**config.mk**
```make
export PLATFORM = sky130hd
export DESIGN_NAME = uart_frame_engine
export DESIGN_NICKNAME = d
export VERILOG_FILES = /design/src/rtl/uart_fe_pkg.sv /design/src/rtl/uart_fe_tx.sv /design/src/rtl/uart_fe_rx.sv /design/src/rtl/uart_fe_err.sv /design/src/rtl/uart_frame_engine.sv
export SDC_FILE = /design/constraint.sdc
export NUM_CORES = 1
export LEC_CHECK = 0
export ABC_AREA = 1
export BUFFER_PORTS_ARGS = -buffer_cell sky130_fd_sc_hd__buf_2
export CAP_MARGIN = 5
export CORE_MARGIN = 2
export CORE_UTILIZATION = 35
export DETAILED_ROUTE_END_ITERATION = 7
export GPL_ROUTABILITY_DRIVEN = 0
export PLACE_DENSITY = 0.57
export SLEW_MARGIN = 20
export SYNTH_ARGS = -nofsm -noshare
export SYNTH_HDL_FRONTEND = slang
export SYNTH_SLANG_ARGS = --single-unit
```
**constraint.sdc**
```tcl
create_clock -name clk -period 2.5 [get_ports clk]
set_clock_uncertainty 0.15 [all_clocks]
set_input_delay 0.125 -clock clk [delete_from_list [all_inputs] [get_ports clk]]
set_output_delay 0.125 -clock clk [all_outputs]
set_load 0.02 [all_outputs]
```
**src/rtl/uart_fe_pkg.sv**
```systemverilog
package uart_fe_pkg;

  typedef enum logic [2:0] {
    FS_IDLE,
    FS_START,
    FS_DATA,
    FS_PAR,
    FS_STOP
  } frame_st_t;

  // character length from the inverted 2-bit code
  function automatic logic [3:0] char_bits(input logic [1:0] code);
    return 4'd8 - {2'b00, code};
  endfunction

  // number of stop bits: code 1 gives two, all other codes give one
  function automatic logic [1:0] stop_bits(input logic [1:0] code);
    return (code == 2'd1) ? 2'd2 : 2'd1;
  endfunction

  // parity bit over the low nb bits; odd=1 makes the total count odd
  function automatic logic parity_bit(input logic [7:0] d, input logic [3:0] nb,
                                      input logic odd);
    logic p;
    p = odd;
    for (int i = 0; i < 8; i++) begin
      if (i < int'(nb)) p = p ^ d[i];
    end
    return p;
  endfunction

endpackage

```
**src/rtl/uart_fe_tx.sv**
```systemverilog
module uart_fe_tx
  import uart_fe_pkg::*;
#(
  parameter int OVS = 16
) (
  input  logic       clk,
  input  logic       rst_n,
  input  logic       tick,
  input  logic       tx_en,
  input  logic       cts_ok,
  input  logic [3:0] nbits,
  input  logic       par_en,
  input  logic       par_odd,
  input  logic [1:0] nstop,
  input  logic       fifo_empty,
  input  logic [7:0] fifo_data,
  output logic       fifo_pop,
  output logic       txd,
  output logic       busy
);
  localparam int CW = $clog2(OVS);

  frame_st_t    st_q, st_d;
  logic [CW-1:0] cnt_q, cnt_d;
  logic [3:0]   idx_q, idx_d;
  logic [7:0]   sh_q, sh_d;
  logic [3:0]   nb_q, nb_d;
  logic         pe_q, pe_d;
  logic         pb_q, pb_d;
  logic [1:0]   ns_q, ns_d;
  logic         launch, bit_end;

  assign launch  = (st_q == FS_IDLE) && tx_en && !fifo_empty && cts_ok;
  assign bit_end = tick && (cnt_q == CW'(OVS - 1));

  always_comb begin
    st_d  = st_q;
    cnt_d = cnt_q;
    idx_d = idx_q;
    sh_d  = sh_q;
    nb_d  = nb_q;
    pe_d  = pe_q;
    pb_d  = pb_q;
    ns_d  = ns_q;
    if (st_q != FS_IDLE && tick) cnt_d = bit_end ? '0 : cnt_q + 1'b1;
    case (st_q)
      FS_IDLE: if (launch) begin
        st_d  = FS_START;
        cnt_d = '0;
        idx_d = '0;
        sh_d  = fifo_data;
        nb_d  = nbits;
        pe_d  = par_en;
        pb_d  = parity_bit(fifo_data, nbits, par_odd);
        ns_d  = nstop;
      end
      FS_START: if (bit_end) st_d = FS_DATA;
      FS_DATA: if (bit_end) begin
        sh_d = {1'b0, sh_q[7:1]};
        if (idx_q == nb_q - 4'd1) begin
          st_d  = pe_q ? FS_PAR : FS_STOP;
          idx_d = '0;
        end else begin
          idx_d = idx_q + 4'd1;
        end
      end
      FS_PAR: if (bit_end) st_d = FS_STOP;
      FS_STOP: if (bit_end) begin
        if (idx_q == {2'b00, ns_q} - 4'd1) st_d = FS_IDLE;
        else idx_d = idx_q + 4'd1;
      end
      default: st_d = FS_IDLE;
    endcase
  end

  always_ff @(posedge clk or negedge rst_n) begin
    if (!rst_n) begin
      st_q  <= FS_IDLE;
      cnt_q <= '0;
      idx_q <= '0;
      sh_q  <= '0;
      nb_q  <= 4'd8;
      pe_q  <= 1'b0;
      pb_q  <= 1'b0;
      ns_q  <= 2'd1;
    end else begin
      st_q  <= st_d;
      cnt_q <= cnt_d;
      idx_q <= idx_d;
      sh_q  <= sh_d;
      nb_q  <= nb_d;
      pe_q  <= pe_d;
      pb_q  <= pb_d;
      ns_q  <= ns_d;
    end
  end

  always_comb begin
    case (st_q)
      FS_START: txd = 1'b0;
      FS_DATA:  txd = sh_q[0];
      FS_PAR:   txd = pb_q;
      default:  txd = 1'b1;
    endcase
  end

  assign fifo_pop = launch;
  assign busy     = (st_q != FS_IDLE);

endmodule

```
**src/rtl/uart_fe_rx.sv**
```systemverilog
module uart_fe_rx
  import uart_fe_pkg::*;
#(
  parameter int OVS = 16
) (
  input  logic       clk,
  input  logic       rst_n,
  input  logic       tick,
  input  logic       rx_en,
  input  logic [3:0] nbits,
  input  logic       par_en,
  input  logic       par_odd,
  input  logic [1:0] nstop,
  input  logic       rxd,
  output logic       push,
  output logic [7:0] dout,
  output logic       perr,
  output logic       ferr
);
  localparam int CW  = $clog2(OVS);
  localparam int MID = OVS / 2 - 1;

  logic [2:0]    sync_q;
  logic          line, fall;
  frame_st_t     st_q, st_d;
  logic [CW-1:0] cnt_q, cnt_d;
  logic [3:0]    idx_q, idx_d;
  logic [7:0]    sh_q, sh_d;
  logic [3:0]    nb_q, nb_d;
  logic          pe_q, pe_d, po_q, po_d;
  logic [1:0]    ns_q, ns_d;
  logic          pacc_q, pacc_d, perr_q, perr_d, ferr_q, ferr_d;
  logic          push_q, push_d, pout_q, pout_d, fout_q, fout_d;
  logic [7:0]    dout_q, dout_d;
  logic          tick_mid, tick_end, fe_now;

  assign line     = sync_q[1];
  assign fall     = sync_q[2] && !sync_q[1];
  assign tick_mid = tick && (cnt_q == CW'(MID));
  assign tick_end = tick && (cnt_q == CW'(OVS - 1));
  assign fe_now   = ferr_q || !line;

  always_comb begin
    st_d = st_q;  cnt_d = cnt_q;  idx_d = idx_q;  sh_d = sh_q;
    nb_d = nb_q;  pe_d = pe_q;    po_d = po_q;    ns_d = ns_q;
    pacc_d = pacc_q;  perr_d = perr_q;  ferr_d = ferr_q;
    push_d = 1'b0;  dout_d = dout_q;  pout_d = pout_q;  fout_d = fout_q;
    if (st_q != FS_IDLE && tick) cnt_d = tick_end ? '0 : cnt_q + 1'b1;
    if (!rx_en) begin
      st_d = FS_IDLE;
    end else begin
      case (st_q)
        FS_IDLE: if (fall) begin
          st_d = FS_START;  cnt_d = '0;  idx_d = '0;  sh_d = '0;
          pacc_d = 1'b0;  perr_d = 1'b0;  ferr_d = 1'b0;
          nb_d = nbits;  pe_d = par_en;  po_d = par_odd;  ns_d = nstop;
        end
        FS_START: if (tick_mid) begin
          st_d  = line ? FS_IDLE : FS_DATA;
          cnt_d = '0;
        end
        FS_DATA: if (tick_end) begin
          sh_d[idx_q[2:0]] = line;
          pacc_d = pacc_q ^ line;
          if (idx_q == nb_q - 4'd1) begin
            st_d  = pe_q ? FS_PAR : FS_STOP;
            idx_d = '0;
          end else begin
            idx_d = idx_q + 4'd1;
          end
        end
        FS_PAR: if (tick_end) begin
          perr_d = pacc_q ^ line ^ po_q;
          st_d   = FS_STOP;
        end
        FS_STOP: if (tick_end) begin
          if (idx_q == {2'b00, ns_q} - 4'd1) begin
            push_d = 1'b1;  dout_d = sh_q;  pout_d = perr_q;  fout_d = fe_now;
            st_d   = FS_IDLE;
          end else begin
            ferr_d = fe_now;
            idx_d  = idx_q + 4'd1;
          end
        end
        default: st_d = FS_IDLE;
      endcase
    end
  end

  always_ff @(posedge clk or negedge rst_n) begin
    if (!rst_n) begin
      sync_q <= 3'b111;
      st_q <= FS_IDLE;  cnt_q <= '0;  idx_q <= '0;  sh_q <= '0;
      nb_q <= 4'd8;  pe_q <= 1'b0;  po_q <= 1'b0;  ns_q <= 2'd1;
      pacc_q <= 1'b0;  perr_q <= 1'b0;  ferr_q <= 1'b0;
      push_q <= 1'b0;  dout_q <= '0;  pout_q <= 1'b0;  fout_q <= 1'b0;
    end else begin
      sync_q <= {sync_q[1:0], rxd};
      st_q <= st_d;  cnt_q <= cnt_d;  idx_q <= idx_d;  sh_q <= sh_d;
      nb_q <= nb_d;  pe_q <= pe_d;  po_q <= po_d;  ns_q <= ns_d;
      pacc_q <= pacc_d;  perr_q <= perr_d;  ferr_q <= ferr_d;
      push_q <= push_d;  dout_q <= dout_d;  pout_q <= pout_d;  fout_q <= fout_d;
    end
  end

  assign push = push_q;
  assign dout = dout_q;
  assign perr = pout_q;
  assign ferr = fout_q;

endmodule

```
**src/rtl/uart_fe_err.sv**
```systemverilog
module uart_fe_err (
  input  logic clk,
  input  logic rst_n,
  input  logic clr,
  input  logic ev_valid,
  input  logic ev_perr,
  input  logic ev_ferr,
  output logic flag_perr,
  output logic flag_ferr
);
  logic pf_q, pf_d, ff_q, ff_d;

  always_comb begin
    if (clr) begin
      pf_d = 1'b0;
      ff_d = 1'b0;
    end else begin
      pf_d = pf_q || (ev_valid && ev_perr);
      ff_d = ff_q || (ev_valid && ev_ferr);
    end
  end

  always_ff @(posedge clk or negedge rst_n) begin
    if (!rst_n) begin
      pf_q <= 1'b0;
      ff_q <= 1'b0;
    end else begin
      pf_q <= pf_d;
      ff_q <= ff_d;
    end
  end

  assign flag_perr = pf_q;
  assign flag_ferr = ff_q;

endmodule

```
**src/rtl/uart_frame_engine.sv**
```systemverilog
module uart_frame_engine
  import uart_fe_pkg::*;
#(
  parameter int OVS = 16
) (
  input  logic       clk,
  input  logic       rst_n,
  input  logic       bit_tick,
  input  logic       tx_en,
  input  logic       rx_en,
  input  logic [1:0] len_code,
  input  logic       par_en,
  input  logic       par_odd,
  input  logic [1:0] stop_code,
  input  logic       two_wire,
  input  logic       cts,
  input  logic       clr_err,
  input  logic       txf_empty,
  input  logic [7:0] txf_data,
  output logic       txf_pop,
  output logic       txd,
  output logic       tx_busy,
  input  logic       rxd,
  output logic       rx_push,
  output logic [7:0] rx_data,
  output logic       err_parity,
  output logic       err_frame
);
  logic [1:0] rst_sync_q;
  logic       rst_n_i;
  logic [3:0] nbits;
  logic [1:0] nstop;
  logic       rx_perr, rx_ferr;

  always_ff @(posedge clk or negedge rst_n) begin
    if (!rst_n) rst_sync_q <= 2'b00;
    else        rst_sync_q <= {rst_sync_q[0], 1'b1};
  end
  assign rst_n_i = rst_sync_q[1];

  assign nbits = char_bits(len_code);
  assign nstop = stop_bits(stop_code);

  uart_fe_tx #(.OVS(OVS)) u_tx (
    .clk(clk), .rst_n(rst_n_i), .tick(bit_tick), .tx_en(tx_en),
    .cts_ok(two_wire || cts), .nbits(nbits), .par_en(par_en),
    .par_odd(par_odd), .nstop(nstop), .fifo_empty(txf_empty),
    .fifo_data(txf_data), .fifo_pop(txf_pop), .txd(txd), .busy(tx_busy)
  );

  uart_fe_rx #(.OVS(OVS)) u_rx (
    .clk(clk), .rst_n(rst_n_i), .tick(bit_tick), .rx_en(rx_en),
    .nbits(nbits), .par_en(par_en), .par_odd(par_odd), .nstop(nstop),
    .rxd(rxd), .push(rx_push), .dout(rx_data), .perr(rx_perr), .ferr(rx_ferr)
  );

  uart_fe_err u_err (
    .clk(clk), .rst_n(rst_n_i), .clr(clr_err), .ev_valid(rx_push),
    .ev_perr(rx_perr), .ev_ferr(rx_ferr),
    .flag_perr(err_parity), .flag_ferr(err_frame)
  );

endmodule

```
# == Word level (Yosys, flattened, before mapping) ==
# Index checks and enable logic that the tools add are counted.
# word_totals
regBits,75
input_bits,24
out_inout_bits,14
word_cells,220
# classes
addsub,9
order_cmp,10
n_eq_ne,36
n_mux,89
bitwise_logic,10
n_reduce_logical,39
# op_table
cell,n
2-to-1 mux 4 bit,19
2-to-1 mux 3 bit,17
2-to-1 mux 1 bit,34
2-to-1 mux 8 bit,4
one-hot mux 8 bit (2 select lines),2
one-hot mux 3 bit (5 select lines),2
one-hot mux 4 bit (3 select lines),2
"!= test 3 x 2 -> 1 bit, second input constant",7
"!= test 2 x 1 -> 1 bit, second input constant",10
"adder 4 x 1 -> 4 bit, second input constant",4
== test 4 bit,4
"less-than comparator 3 x 4 -> 1 bit, first input constant",4
AND reduction 7 bit,2
"== test 3 x 2 -> 1 bit, second input constant",4
logical AND 1 bit,12
AND reduction 4 bit,3
nonzero test 3 bit,4
AND reduction 5 bit,2
bitwise XOR 1 bit,10
bitwise mux 8 bit,1
"== test 4 bit, second input constant",2
"less-than comparator 1 x 4 -> 1 bit, first input constant",2
"less-than comparator 2 x 4 -> 1 bit, first input constant",2
one-hot mux 4 bit (2 select lines),1
other kinds (21),39

# == Longest topological paths before layout ==
# Gate-level depths: netlist of run 1.
# logic_depth
word_depth,32
depth_mapped,13
mapped_depth_nobuf,13

# == By module ==
# From an unflattened synthesis of run 1, not the netlist that was laid out.
# unflattened
hier_cells,575
hier_area_um2,4436.8
# modules_own_cells
mod,instances,cells_each,area_each_um2,seq_area_each_um2
uart_fe_rx,1,297,2443.6,1107.3
uart_fe_tx,1,255,1799.2,678.2
uart_frame_engine,1,15,118.9,50.0
uart_fe_err,1,8,75.1,50.0

# == Worst setup path before layout of run 1 ==
# No wires, ideal clock.
# synth_path
kind,register -> register
startpoint,register u_rx.ns_q[0]
endpoint,"register u_rx.dout_q[2], in the netlist u_rx.dout[2]"
setup_time_ps,123
arrival_ps,1525
t_required_ps,2227
slack_ps,702
stages_incl_launch_ff,10
n_path_buf,1
period_less_slack_ps,1798
cell_sequence,dfstp_2 -> inv_1 -> ha_1 -> inv_1 -> nand2_1 -> nand2_1 -> nand4_1 -> clkbuf_1 -> o21ai_0 -> nand2_1
# synth_via
elab_chain_len,3
# synth_lines
item,line_no,text
from (decl),uart_fe_rx.sv:31,"logic [1:0] ns_q, ns_d;"
from (signal assigned),uart_fe_rx.sv:100,nb_q <= nb_d; pe_q <= pe_d; po_q <= po_d; ns_q <= ns_d;
subtractor 2 x 1 -> 3 bit,uart_fe_rx.sv:77,"if (idx_q == {2'b00, ns_q} - 4'd1) begin"
== test 4 bit,uart_fe_rx.sv:77,
AND reduction 4 bit (no source line),-,
to (signal assigned),uart_fe_rx.sv:102,push_q <= push_d; dout_q <= dout_d; pout_q <= pout_d; fout_q <= fout_d;
to (decl),uart_fe_rx.sv:34,"logic [7:0] dout_q, dout_d;"
# Every way passes these cells.
# A chain may end at the register's enable or synchronous reset.

# == Final worst setup path of run 1 ==
# layout_path
startpoint,register u_rx.ns_q[0]
endpoint,"register u_rx.fout_q, in the netlist u_rx.ferr"
# layout_via
elab_chain_len,3
# layout_lines
item,line_no,text
subtractor 2 x 1 -> 3 bit,uart_fe_rx.sv:77,
== test 4 bit,uart_fe_rx.sv:77,
AND reduction 4 bit (no source line),-,
to (signal assigned),uart_fe_rx.sv:102,
to (decl),uart_fe_rx.sv:33,"logic push_q, push_d, pout_q, pout_d, fout_q, fout_d;"
# Every way passes these cells.

==> results of run 1 <==
[path summary, 6_finish.rpt]
check	startpoint	end	slack (ns)	cells after the start
setup / recovery	u_rx.ns_q[0]	u_rx.ferr	0.27	9
hold / removal	stop_code[0]	u_rx.ns_q[1]	0.04	5
setup reg to reg	u_rx.ns_q[0]	u_rx.ferr	0.27	9
hold reg to reg	rst_sync_q[1]	u_err.flag_perr	0.14	1
max in group asynchronous	rst_n	rst_sync_q[1]	1.56	3
min in group asynchronous	rst_sync_q[1]	u_err.flag_perr	0.14	1
[sequential cells by signal, summed over array words and instances (netlist names), 4 cells and up]
| register | flops |
|---|---|
| u_rx.dout | 8 |
| u_rx.sh_q | 8 |
| u_tx.sh_q | 8 |
| u_rx.cnt_q | 4 |
| u_rx.idx_q | 4 |
| u_rx.nb_q | 4 |
| u_tx.cnt_q | 4 |
| u_tx.idx_q | 4 |
| u_tx.nb_q | 4 |
[cells in the mapped netlist, drive strengths merged]
master     n
nand3b     2
o21bai     3
or2        2
nor3       8
o31ai      2
nand4      7
o211ai     8
o2111ai    1
inv       82
nor2      41
o21a       2
nand3     35
ha        11
buf        9
dfstp      7
xor2      13
clkbuf     3
dfrtp     68
conb       1
o21ai     55
xnor2      5
a211oi     1
nand2    167
nor3b      1
a21oi     18
[layer usage]
layer / GRT usage / part of all wire
met5: 0 / 0
met4: 0.0390 / 0.011
met3: 0.0355 / 0.045
met2: 0.264 / 0.47
met1: 0.201 / 0.47
[final cells by class]
class	instances	area (um2)
fill	1202	6900
clock buffer	11	233
sequential	75	1890
tap	147	184
inverter	82	315
clock inverter	5	53.8
multi-input combinational	383	2010
timing repair buffer	56	380
[what timing repair did]
item                                    CTS  global route
hold endpoints to repair                 20             0
hold buffers                             16             0
endpoints found under the setup margin    0             0
gates resized for setup                   0             0
[worst reg2reg max path: stages (launching register included)]
cell                      delay, ns
sky130_fd_sc_hd__dfstp_2       0.55
sky130_fd_sc_hd__inv_1         0.05
sky130_fd_sc_hd__ha_1          0.30
sky130_fd_sc_hd__inv_1         0.06
sky130_fd_sc_hd__nand2_1       0.04
sky130_fd_sc_hd__nand2_1       0.09
sky130_fd_sc_hd__nand4_1       0.11
sky130_fd_sc_hd__nor2_1        0.52
sky130_fd_sc_hd__o21ai_0       0.19
sky130_fd_sc_hd__nand2_1       0.10
[report_power, final]
group          internal [mW]  switching (mW)
sequential              1.56           0.276
combinational          0.722            1.30
clock                  0.770           0.498
[metrics by stage]
stage / utilization / instance area, um2
2_1_floorplan: - / 4290
3_3_place_gp: 0.386 / 4610
3_5_place_dp: 0.386 / 4610
4_1_cts: 0.423 / 5060
5_1_grt: 0.423 / 5060
6_report: 0.423 / 5060
[cells by family (layout without fill, tap and decap cells)]
| kind of cell | count (synthesis) | after routing |
|---|---|---|
| xor gates and xnor gates | 18 | 18 |
| other | 1 | 1 |
| adders and majority gates | 11 | 11 |
| and+or+nand+nor | 263 | 263 |
| buffers and inverters | 94 | 154 |
| AOI/OAI and AO/OA | 90 | 90 |
| DFF | 75 | 75 |
==> out/qor.yml, run 1 <==
finalNonFillerCells: 759
synth_cell_type_count: 39
post_synth_fa_ha_maj_area_fraction: 0.0321
path_delay_family: "simple AND/OR/NAND/NOR gates"
synth_top_cells_by_area: "sky130_fd_sc_hd__dfrtp_1 (40%), sky130_fd_sc_hd__nand2_1 (14%), sky130_fd_sc_hd__inv_1 (5.7%), sky130_fd_sc_hd__dfstp_2 (4.3%), sky130_fd_sc_hd__nand3_1 (3.7%)"
relSlewSlack: 0.566
clk_pin_slew_worst_paths_ns: 0.06
grt_usage: 0.156
timing_worst_setup_path_type: "flip-flop to flip-flop"
clock_insertion_delay_worst_skew_ns: 0.34
arrival_ns: 2.35
maxClockFrequency_mhz: 448
drive_gt1_frac: 0.183
fin_ws_ns: 0.268
power_density_nw_per_um2: 1010
detail_route.drc_violations: 0
power.leakage_nw: 2.62
timing.critical_path.required_ns: 2.62
fin_tns_setup_ns: 0
dpl.cell_count: 727
cts_max_path_buffers: 2
cp_common_cell: "sky130_fd_sc_hd__nand2_1"
die-area_um2: 13100
cell_row_count: 40
final-setup-viol-count: 0
critical_path.endpoint_type: "flip-flop"
synth-seq-cells: 75
post_synth_inst_count: 552
initial_antenna_violation_count: 0
synthDominantAreaCellType: "sky130_fd_sc_hd__dfrtp_1"
slowest_stage: "sky130_fd_sc_hd__dfstp_2"
timing.hold.ws_ns: 0.0391
synth_area_in_simple_gates: 0.272
run_status: "completed"
area_share_of_the_leading_cell_type_in_the_synthesized_netlist: 0.397
numCtsBuffers: 9
synth_mux_area_frac: 0
synth-compound-area-share: 0.127
io_buffers: 37
detail_route.iter0.violations: 159
num_vias: 3674
initial_utilization: 0.358
die_w_um: 115
layout_common_cells: "sky130_fd_sc_hd__nand2_1 (159), sky130_fd_sc_hd__dfrtp_1 (67), sky130_fd_sc_hd__inv_1 (65)"
largest_net_degree_at_the_start_of_global_routing: 74
rsz0062_at_grt: "no"
ir_worst_vdd_mv: 0.549
routed_via_density: 4.84
global_route_wire_length_before_repair_mm: 16.6
clkSinkCount: 75
antenna_cells: 0
post-route-min-period_ns: 2.23
postCtsSetupBuffers: 0
min-delay-path-class: "input port to flip-flop"
die-height_um: 115
mappedNetlistArea_um2: 4290
hold_viol_final: 0
depth_of_the_cts_h_tree: 3
max_cap_violations: 0
timing.critical_path.from_type: "flip-flop"
layout_worst_path_cycle_share: 0.893
average_detailed_routed_wire_length_per_instance_um: 12.1
synthesis.yosys.warnings: 0
critical_path.max_stage_delay_ns: 0.55
first_global_vias: 3638
ioPinCount: 38
cts.root.buffer_cell: "sky130_fd_sc_hd__clkbuf_16"
pre_cts_slack_ns: 0.301
synth-xor-area-share: 0.0368
grt_overflow: 0
drt_pre_antenna_iters: 4
layout.cells.most_common: "sky130_fd_sc_hd__nand2_1"
wirelength_mm: 9.16
synth_top_family_by_area: "simple AND/OR/NAND/NOR gates"
antenna_violating_nets_post_route: 0
crit_fanout: 11
place.detailed.hpwl_mm: 6.68
coreArea_um2: 12000
final_net_count: 642
worst-slew-pin-transition_ns: 0.649
syn-num-nets: 587
critPathBufInv: 2
cts_tree: "done"
synthesis.area_per_instance_um2: 7.76
path_cells: "inv_1, ha_1, inv_1, nand2_1, nand2_1, nand4_1, nor2_1, o21ai_0, nand2_1"
total_power_mw: 5.13
synthesis_to_layout_area_growth_pct: 18.1
timing_max_transition_violations_final: 0
synth_sequential_area_ratio: 0.440
(Power assumes the default switching activity.)
==> run 2, diff against run 1 <==
--- a/config.mk
+++ b/config.mk
@@ -6,13 +6,13 @@
 export NUM_CORES = 1
 export LEC_CHECK = 0
 export ABC_AREA = 1
-export BUFFER_PORTS_ARGS = -buffer_cell sky130_fd_sc_hd__buf_2
 export CAP_MARGIN = 5
 export CORE_MARGIN = 2
 export CORE_UTILIZATION = 35
 export DETAILED_ROUTE_END_ITERATION = 7
+export DONT_BUFFER_PORTS = 1
 export GPL_ROUTABILITY_DRIVEN = 0
-export PLACE_DENSITY = 0.57
+export PLACE_DENSITY = 0.55
 export SLEW_MARGIN = 20
 export SYNTH_ARGS = -nofsm -noshare
 export SYNTH_HDL_FRONTEND = slang
==> run 2 against run 1 <==
Effect of this change:
- clock-buffer cell count unchanged
- clock power about the same
- maximum frequency increased by 9.9%
- non-clock buffer count decreased by 31
- via count decreased by 4.0%
- sequential power about the same
==> out/qor.yml, run 2 (synthesis gave the netlist of run 1 again) <==
final-setup-viol-count: 0
relSlewSlack: 0.609
min_to: "u_rx.dout[0]"
total_power_mw: 5.09
power.share.combinational: 0.388
final_net_count: 611
dpl.cell_count: 692
synthesis_to_layout_area_growth_pct: 15.3
path_cells: "ha_1, nand2_1, inv_2, nand3_1, nand2_2, nand3_2, nor2_4, nand3_2, o21ai_1"
power_density_nw_per_um2: 1030
ioPinCount: 38
rsz0062_at_grt: "no"
fin_tns_setup_ns: 0
clockPowerShare: 0.250
timing.critical_path.from_type: "flip-flop"
cts_max_path_buffers: 2
cts_resized: 0
wirelength_mm: 9.01
largest_net_degree_at_the_start_of_global_routing: 35
num-fill-cells: 1178
slowest_stage: "sky130_fd_sc_hd__dfrtp_1"
internal_power_mw: 3.06
ir_worst_vdd_mv: 0.591
layout.cells.most_common: "sky130_fd_sc_hd__nand2_1"
drive_gt1_frac: 0.134
clock_insertion_delay_worst_skew_ns: 0.33
timing_worst_setup_path_type: "flip-flop to flip-flop"
global_route_wire_length_before_repair_mm: 16.0
die-area_um2: 13100
clk_pin_slew_worst_paths_ns: 0.06
max_cap_violations: 0
timing_max_transition_violations_final: 0
arrival_ns: 2.13
average_detailed_routed_wire_length_per_instance_um: 12.4
reg2reg_slack_ns: 0.47
timing.critical_path.required_ns: 2.60
path_delay_family: "simple AND/OR/NAND/NOR gates"
net-switching-power_mw: 2.04
finalNonFillerCells: 728
place.detailed.hpwl_mm: 6.66
cp_common_cell: "sky130_fd_sc_hd__nand3_2"
cts_tree: "done"
cts_hold_buffers: 20
post-route-min-period_ns: 2.03
r2r.worst_path.cells: 9
routed_via_density: 4.85
numCtsBuffers: 9
regToRegEndpoint: "u_rx.sh_q[5]"
antenna_violating_nets_post_route: 0
run_status: "completed"
power.leakage_nw: 2.49
sw_frac_of_total: 0.400
layout_common_cells: "sky130_fd_sc_hd__nand2_1 (159), sky130_fd_sc_hd__dfrtp_1 (67), sky130_fd_sc_hd__inv_1 (65)"
postCtsSetupBuffers: 0
antenna_cells: 0
first_global_vias: 3551
grt_overflow: 0
drt_pre_antenna_iters: 4
grt_usage: 0.153
hold_viol_final: 0
die-height_um: 115
sequential_group_share_of_total_power: 0.362
die_w_um: 115
initial_antenna_violation_count: 0
maxClockFrequency_mhz: 492
detail_route.iter0.violations: 149
cell_row_count: 40
min_from: "rx_en"
critPathBufInv: 1
initial_utilization: 0.358
critical_path.max_stage_delay_ns: 0.38
num_vias: 3528
worst-slew-pin-transition_ns: 0.586
critical_path.endpoint_type: "flip-flop"
io_buffers: 0
timing.hold.ws_ns: 0.0287
depth_of_the_cts_h_tree: 3
crit_fanout: 11
whs_path_depth: 3
worst_r2r_startpoint: "u_rx.cnt_q[0]"
layout_worst_path_cycle_share: 0.812
coreArea_um2: 12000
min-delay-path-class: "input port to flip-flop"
cts.root.buffer_cell: "sky130_fd_sc_hd__clkbuf_16"
clkSinkCount: 75
detail_route.drc_violations: 0
run 2: worst min-delay path, stage by stage:
cell and delay (ns):
sky130_fd_sc_hd__nand2_2 0.19, sky130_fd_sc_hd__o21ai_1 0.11, sky130_fd_sc_hd__nand2_1 0.05
run 2: metrics by stage:
| step | area, um2 | setup WS, ns | utilization |
|---|---|---|---|
| 2_1_floorplan | 4290 | 0.119 | - |
| 3_3_place_gp | 4440 | 0.570 | 0.372 |
| 3_5_place_dp | 4440 | 0.485 | 0.372 |
| 4_1_cts | 4940 | 0.462 | 0.413 |
| 5_1_grt | 4940 | 0.303 | 0.413 |
| 6_report | 4940 | 0.469 | 0.413 |
run 2: cell type report:
type,count,area (um2),share of cell area
repair buffers,25,250,0.0507
well taps,147,184,0.0372
clock buffers,11,243,0.0491
multi-input cells,383,2010,0.407
clock inverters,5,52.6,0.0106
flip-flops and latches,75,1890,0.382
inverters,82,315,0.0638
run 2: metal layers:
metal,GRT usage,share of wire
met5,0,0
met4,0.0585,0.019
met3,0.0413,0.055
met2,0.253,0.46
met1,0.191,0.47
run 2: power by group through the flow:
| stage | clock network [mW] | registers [mW] | logic (mW) |
|---|---|---|---|
| 3_5_place_dp | 0 | 1.86 | 1.96 |
| 5_1_grt | 1.36 | 1.90 | 2.28 |
| 3_3_place_gp | 0 | 1.86 | 1.91 |
| 2_1_floorplan | 0 | 1.77 | 1.67 |
| 6_report | 1.28 | 1.84 | 1.97 |
| 4_1_cts | 1.31 | 1.84 | 1.99 |
run 2: worst max-delay path by stage:
stage | from | end | slack [ns] | cells after the start
2_1_floorplan | rst_sync_q[1] | u_err.flag_ferr | 0.12 | 0
3_5_place_dp | u_rx.cnt_q[0] | u_rx.sh_q[5] | 0.48 | 9
6_report | u_rx.cnt_q[0] | u_rx.sh_q[5] | 0.47 | 9
3_3_place_gp | u_rx.ns_q[0] | u_rx.ferr | 0.57 | 11
5_1_grt | u_rx.cnt_q[0] | u_rx.sh_q[2] | 0.30 | 9
4_1_cts | u_rx.cnt_q[0] | u_rx.sh_q[5] | 0.46 | 9
